## src/rtl/npc_pkg.sv

```systemverilog
package npc_pkg;
  localparam int unsigned OPC_W  = 6;
  localparam int unsigned FUN_W  = 6;
  localparam int unsigned IMM_W  = 16;
  localparam int unsigned JIDX_W = 26;

  localparam logic [OPC_W-1:0] OPC_SPECIAL = 6'd0;
  localparam logic [OPC_W-1:0] OPC_JUMP    = 6'd2;
  localparam logic [OPC_W-1:0] OPC_JLINK   = 6'd3;
  localparam logic [OPC_W-1:0] OPC_BREQ    = 6'd4;
  localparam logic [OPC_W-1:0] OPC_BRNE    = 6'd5;
  localparam logic [FUN_W-1:0] FUN_JREG    = 6'd8;

  typedef enum logic [2:0] {
    FLOW_SEQ,
    FLOW_BREQ,
    FLOW_BRNE,
    FLOW_JABS,
    FLOW_JREG
  } flow_e;
endpackage

```

## src/rtl/npc_decode.sv

```systemverilog
module npc_decode
  import npc_pkg::*;
(
  input  logic [OPC_W-1:0] opcode,
  input  logic [FUN_W-1:0] funct,
  output flow_e            flow
);
  always_comb begin
    unique case (opcode)
      OPC_SPECIAL: flow = (funct == FUN_JREG) ? FLOW_JREG : FLOW_SEQ;
      OPC_JUMP,
      OPC_JLINK:   flow = FLOW_JABS;
      OPC_BREQ:    flow = FLOW_BREQ;
      OPC_BRNE:    flow = FLOW_BRNE;
      default:     flow = FLOW_SEQ;
    endcase
  end
endmodule

```

## src/rtl/npc_targets.sv

```systemverilog
module npc_targets
  import npc_pkg::*;
#(
  parameter int unsigned XLEN = 32
) (
  input  logic [XLEN-1:0]   pc_cur,
  input  logic [IMM_W-1:0]  br_imm,
  input  logic [JIDX_W-1:0] jmp_idx,
  output logic [XLEN-1:0]   seq_addr,
  output logic [XLEN-1:0]   br_addr,
  output logic [XLEN-1:0]   abs_addr
);
  localparam int unsigned SEXT_W   = XLEN - IMM_W - 2;
  localparam int unsigned REGION_W = XLEN - JIDX_W - 2;

  logic [XLEN-1:0] br_offset;

  assign seq_addr  = pc_cur + XLEN'(4);
  assign br_offset = {{SEXT_W{br_imm[IMM_W-1]}}, br_imm, 2'b00};
  assign br_addr   = seq_addr + br_offset;
  assign abs_addr  = {pc_cur[XLEN-1 -: REGION_W], jmp_idx, 2'b00};
endmodule

```

## src/rtl/npc_select.sv

```systemverilog
module npc_select
  import npc_pkg::*;
#(
  parameter int unsigned XLEN = 32
) (
  input  flow_e           flow,
  input  logic            ops_equal,
  input  logic [XLEN-1:0] seq_addr,
  input  logic [XLEN-1:0] br_addr,
  input  logic [XLEN-1:0] abs_addr,
  input  logic [XLEN-1:0] reg_addr,
  output logic [XLEN-1:0] next_addr
);
  always_comb begin
    unique case (flow)
      FLOW_BREQ: next_addr = ops_equal ? br_addr : seq_addr;
      FLOW_BRNE: next_addr = ops_equal ? seq_addr : br_addr;
      FLOW_JABS: next_addr = abs_addr;
      FLOW_JREG: next_addr = reg_addr;
      default:   next_addr = seq_addr;
    endcase
  end
endmodule

```

## src/rtl/npc_unit.sv

```systemverilog
module npc_unit
  import npc_pkg::*;
#(
  parameter int unsigned XLEN     = 32,
  parameter logic [31:0] RESET_PC = 32'h0040_0000
) (
  input  logic            clk,
  input  logic            rst,
  input  logic            en,
  input  logic [31:0]     instr,
  input  logic            ops_equal,
  input  logic [XLEN-1:0] jreg_value,
  output logic [XLEN-1:0] pc,
  output logic [XLEN-1:0] pc_plus4
);
  flow_e           flow;
  logic [XLEN-1:0] seq_addr;
  logic [XLEN-1:0] br_addr;
  logic [XLEN-1:0] abs_addr;
  logic [XLEN-1:0] next_addr;
  logic [XLEN-1:0] pc_q;

  npc_decode u_decode (
    .opcode (instr[31 -: OPC_W]),
    .funct  (instr[FUN_W-1:0]),
    .flow   (flow)
  );

  npc_targets #(.XLEN(XLEN)) u_targets (
    .pc_cur   (pc_q),
    .br_imm   (instr[IMM_W-1:0]),
    .jmp_idx  (instr[JIDX_W-1:0]),
    .seq_addr (seq_addr),
    .br_addr  (br_addr),
    .abs_addr (abs_addr)
  );

  npc_select #(.XLEN(XLEN)) u_select (
    .flow      (flow),
    .ops_equal (ops_equal),
    .seq_addr  (seq_addr),
    .br_addr   (br_addr),
    .abs_addr  (abs_addr),
    .reg_addr  (jreg_value),
    .next_addr (next_addr)
  );

  always_ff @(posedge clk) begin
    if (rst)     pc_q <= XLEN'(RESET_PC);
    else if (en) pc_q <= next_addr;
  end

  assign pc       = pc_q;
  assign pc_plus4 = seq_addr;
endmodule

```

## config.mk

```make
export PLATFORM = sky130hd
export DESIGN_NAME = npc_unit
export DESIGN_NICKNAME = d
export VERILOG_FILES = /design/src/rtl/npc_pkg.sv /design/src/rtl/npc_decode.sv /design/src/rtl/npc_targets.sv /design/src/rtl/npc_select.sv /design/src/rtl/npc_unit.sv
export SDC_FILE = /design/constraint.sdc
export NUM_CORES = 1
export LEC_CHECK = 0
export BUFFER_PORTS_ARGS = -buffer_cell sky130_fd_sc_hd__buf_2
export CORE_MARGIN = 2
export CORE_UTILIZATION = 50
export CTS_BUF_LIST = sky130_fd_sc_hd__clkbuf_16
export DETAILED_ROUTE_END_ITERATION = 12
export PLACE_DENSITY = 0.78
export REMOVE_ABC_BUFFERS = 1
export SYNTH_ARGS = -nofsm -noshare
export SYNTH_HDL_FRONTEND = slang
export SYNTH_SLANG_ARGS = --single-unit
```

## constraint.sdc

```tcl
create_clock -name clk -period 7.1 [get_ports clk]
set_input_delay 1.42 -clock clk [delete_from_list [all_inputs] [get_ports clk]]
set_output_delay 1.42 -clock clk [all_outputs]
set_load 0.05 [all_outputs]
```

Word level (Yosys, flattened, before mapping)
Index checks and enable logic that the tools add are counted.

operators by class
  add/subtract/negate cells = 2
  equality and inequality tests = 9
  multiplexer cells = 5
  bitwise logic cells = 1
  reductions and logical operators = 3

operators by type and width
  cell                                                  number
  case mux 32 bit (4 select lines)                      1
  two-way mux 32 bit                                    2
  adder 32 x 3 -> 32 bit (second input constant)        1
  adder 32 bit                                          1
  equality test 6 x 2 -> 1 bit (second input constant)  2
  equality test 6 x 3 -> 1 bit (second input constant)  2
  case mux 3 bit (4 select lines)                       1
  equality test 3 x 2 -> 1 bit (second input constant)  2
  equality test 6 x 4 -> 1 bit (second input constant)  1
  logical NOT 6 bit                                     1
  equality test 3 x 1 -> 1 bit (second input constant)  1
  equality test 3 bit (second input constant)           1
  two-way mux 3 bit                                     1
  AND reduction 2 bit                                   1
  OR reduction 2 bit                                    1
  inverter 1 bit                                        1

storage, ports and cells
  bits in registers = 32
  bits of input ports = 68
  output and inout port bits = 64
  logic and storage cells = 22

Depth between registers and ports, before layout
  depth in word-level cells = 6
  depth in mapped cells = 15
  depth with buffers taken out = 14

Modules after synthesis
A second synthesis with hierarchy kept.

second synthesis, totals
  cell total of the unflattened synthesis = 734
  area total of the unflattened synthesis = 6022.0 um^2

by module, submodules not included
  module       times used  cells each  area each (um^2)  seq. area each (um^2)
  npc_targets  1           351         2499.9            0.0
  npc_select   1           270         2282.2            0.0
  npc_unit     1           103         1166.1            640.6
  npc_decode   1           10          73.8              0.0

Worst setup path before layout
OpenSTA, ideal clock, no wires.

  path kind = flip-flop to flip-flop
  start point = register pc_q[3] (netlist: pc[3])
  end point = register pc_q[30] (netlist: pc[30])
  setup time = 0.062 ns
  arrival time = 4.493 ns
  required time = 7.038 ns
  slack = 2.545 ns
  cell stages (with the launch flop) = 15
  buffers on the path = 0
  period minus slack after synthesis = 4.555 ns
  path through = dfxtp_1 -> ha_1 -> nand4_1 -> or2_2 -> nor2_1 -> nand2_1 -> xnor2_1 -> ha_1 -> o21ai_0 -> nor2_1 -> o311ai_0 -> a21o_1 -> a211oi_1 -> or3b_1 -> nand3_1

between the ends
  longest elaborated chain between the ends = 4
  elaborated cells between the ends (all ways) = 5
  classes of those cells = 2 x add/sub; 3 x mux

ends and longest elaborated chain
  element                                       RTL line                            source
  from (decl)                                   npc_unit.sv:21                      logic [XLEN-1:0] pc_q;
  from (signal assigned)                        npc_unit.sv:49                      if (rst) pc_q <= XLEN'(RESET_PC);
  from (signal assigned)                        npc_unit.sv:50                      else if (en) pc_q <= next_addr;
  adder 32 x 3 -> 32 bit (*)                    npc_targets.sv:18                   assign seq_addr = pc_cur + XLEN'(4);
  named net pc_plus4[18]                        npc_unit.sv:14                      output logic [XLEN-1:0] pc_plus4
  adder 32 bit (*)                              npc_targets.sv:20                   assign br_addr = seq_addr + br_offset;
  two-way mux 32 bit, on equally long branches  npc_select.sv:17, npc_select.sv:16
  case mux 32 bit (4 select lines) (*)          npc_select.sv:15                    unique case (flow)

Mark *: on every way through the listed nets, which the timed path passes. The rest lies on a longest branch.
A chain may end at the register's enable or synchronous reset.

Final worst setup path
  start point = input en
  end point = register pc_q[30] (netlist: pc[30])

between the ends
  longest elaborated chain between the ends = 1

ends and longest elaborated chain
  element                        RTL line       source
  from (decl)                    npc_unit.sv:9  input logic en,
  AND reduction 2 bit (no line)  -

Every way passes these cells.

==> metrics <==
Hold Startpoint=pc[0]; Syn. warnings=0; multi-input logic area=3360 sq um; Crit Path Max Fanout=30; register area share after synthesis=15.2%; Combinational Power Share=42.3%; Critical Path End Type=register; H-tree depth=2; CTS tree=done; CTS Root Cell=clkbuf_16; post_cts resized=0; synthesized flop and latch total=32; count leader, synth=nor2_1; final setup vio count=0; Detailed Place HPWL=10700 microns; post-synth top area cell=dfxtp_1; WHS=0.522 ns; period utilization=59.4%; Post-Layout Cell Count=784; ys async rst share=0%; Avg Vias per Cell=6.52; Setup Skew=0.00698 ns; Placed Cells=slightly below 800; number of port buffers=131; status=complete, no violations; Starting Density=51.4%; Chip Height=between 90 and 100 microns; residual DRC count=0; full die area=9200 sq um; Hold Path Class=register to register; Internal=about 0.47 mW; Pwr per Cell Area=roughly 160 nW/um^2; largest net degree at the start of global routing=40; Switch Pwr=0.339 mW; critical path class=input port to register; final net count=782; overall routing resource usage=roughly 31%; Mapped Avg Cell Area=between 7 and 8 sq um; initial antenna violation count=0; setup slack after layout=2.88 ns; post-CTS setup buffers=0; worst slew pin tran=1.18 ns; first-pass GRT wire length=roughly 23000 microns; worst skew pair latency=0.28 ns; Mapped Cells=567; Max-cap violations=0; fmax=237 MHz; Hold Crit Depth=2; Clk pin slew, worst setup/hold paths=0.06 ns; Flop pwr share=25.8%; Synth-to-Final Area Change=19.9%; Core ar.=8220 sq um; Routed Wire Length=14400 microns; most instantiated cells after synthesis=nor2_1 (53), a21oi_1 (38), ha_1 (35); Lkg Pwr=~2.3 nW; routability-driven placement congestion ratio=0.928; switch share=42.0%; Largest register FFs=32; Place WS=about 2.7 ns; worst reg2reg path endpoint=pc[31]; reg2reg path depth=12; dpl cell area=4900 sq um; Iter 0 DRT Violations=around 370; final hold viol count=0; drt pass-1 iters=5; data required time of the critical path=between 7 and 8 ns; Post-Syn Area=4220 sq um; Setup TNS=0 ns; Antenna Cells=0; number of fill cells in the layout=between 700 and 800; hold_buf cts=0; total CTS buffers=5; Slew Limit Fails=0; min cycle time layout=between 4 and 5 ns; I/O Pins=around 130; EDFF count, synth=0; RR Startpoint=pc[3]; clock sinks=32; maximum vdd drop=81.7 uV; FF/Latch Area=641 sq um; proportion of layout cells with a drive suffix above 1=23.7%; wire per inst=roughly 18 microns; R2R Setup Slk=3.09 ns; slew margin rel.=between 20% and 30%; Clk pwr share=31.9%; design area=about 5000 sq um; Yosys cell types=72; Row Count=33; CTS Buffer Depth=2; Die Width=95.9 microns; detailed-route via count=5108; RSZ-0062 raised after global routing=no; overflow left after global routing=0; CP arrival=4.44 ns; vias in the first global route=4807; top post-synthesis cells by area=dfxtp_1 (15%), ha_1 (10%), xnor2_1 (4.8%); post-route ant nets=0; Startpoint Class=input port; Worst Hold Path EP=pc[0]; top-area cell type share of the netlist area=15.2%; Synth Flop Type=dfxtp_1
routing by layer:
metal,global-route usage [%],part of all wire [%]
met4,12.5,1.7
met5,0,0
met2,50.5,47
met1,41.8,43
met3,4.07,7.8
cell families (layout without fill, tap and decap cells):
| family | count (synthesis) | after routing | share of synthesized area [%] |
|---|---|---|---|
| AOI/OAI and AO/OA | 194 | 194 | 33.9 |
| xor gates and xnor gates | 41 | 41 | 8.68 |
| adders and majority gates | 36 | 36 | 10.8 |
| buffers and inverters | 52 | 164 | 5.27 |
| DFF | 32 | 32 | 15.2 |
| and+or+nand+nor | 212 | 212 | 26.1 |
through the flow:
| stage | util (%) | power, mW |
|---|---|---|
| 6_report | 61.6 | 0.806 |
| 5_1_grt | 61.6 | 0.844 |
| 4_1_cts | 61.6 | 0.800 |
| 3_5_place_dp | 59.6 | 0.546 |
| 3_3_place_gp | 59.6 | 0.539 |
| 2_1_floorplan | - | 0.449 |
power groups by stage:
stage | registers, mW | clock network [mW] | logic, mW
after global routing | 0.210 | 0.264 | 0.369
after detailed placement | 0.212 | 0 | 0.335
after global placement | 0.211 | 0 | 0.328
final | 0.208 | 0.257 | 0.341
after floorplan | 0.246 | 0 | 0.204
after CTS | 0.208 | 0.256 | 0.337
worst max-delay path, cell delays in order:
cell,delay [ns]
buf_2,0.50
clkinv_1,0.89
a21oi_1,0.78
nor2_1,0.12
nor2_1,0.14
and3_1,0.15
or3b_1,0.34
nand3_1,0.08
cell usage in the layout (no fill, tap or decap), drive strengths merged, types with 4 or more instances in the layout:
cell type | netlist | layout
a211o | 5 | 5
nand2b | 5 | 5
a221oi | 20 | 20
a211oi | 15 | 15
clkbuf | 18 | 5
xor2 | 18 | 18
nand4 | 12 | 12
dfxtp | 32 | 32
a21o | 10 | 10
ha | 35 | 35
xnor2 | 23 | 23
nand3 | 32 | 32
a221o | 20 | 20
nor2 | 54 | 54
a21oi | 39 | 39
nand2 | 35 | 35
inv | 20 | 20
nor2b | 5 | 5
a311oi | 4 | 4
or3 | 8 | 8
buf | 13 | 135
o2111ai | 4 | 4
o21a | 5 | 5
nor3 | 26 | 26
and2 | 5 | 5
o21ai | 28 | 28
nor4 | 10 | 10
o21bai | 9 | 9
a31oi | 6 | 6
and3 | 6 | 6
o211ai | 7 | 7
worst max-delay path by stage:
stage / startpoint / end / slack [ns] / cells after the start
3_3_place_gp: en / pc[30] / 2.72 / 8
2_1_floorplan: pc[3] / pc[30] / 2.53 / 14
5_1_grt: en / pc[30] / 2.63 / 8
4_1_cts: pc[4] / pc_plus4[27] / 2.94 / 6
6_report: en / pc[30] / 2.88 / 8
3_5_place_dp: en / pc[30] / 2.69 / 8
layout make-up:
class / instances / share of cell area (%)
multi-input cells: 483 / 66.3
repair buffers: 135 / 13.5
flip-flops and latches: 32 / 12.7
well taps: 105 / 2.59
clock buffers: 5 / 2.47
inverters: 21 / 1.56
clock inverters: 3 / 0.840
Note: power is estimated with default switching activity, not from simulation.
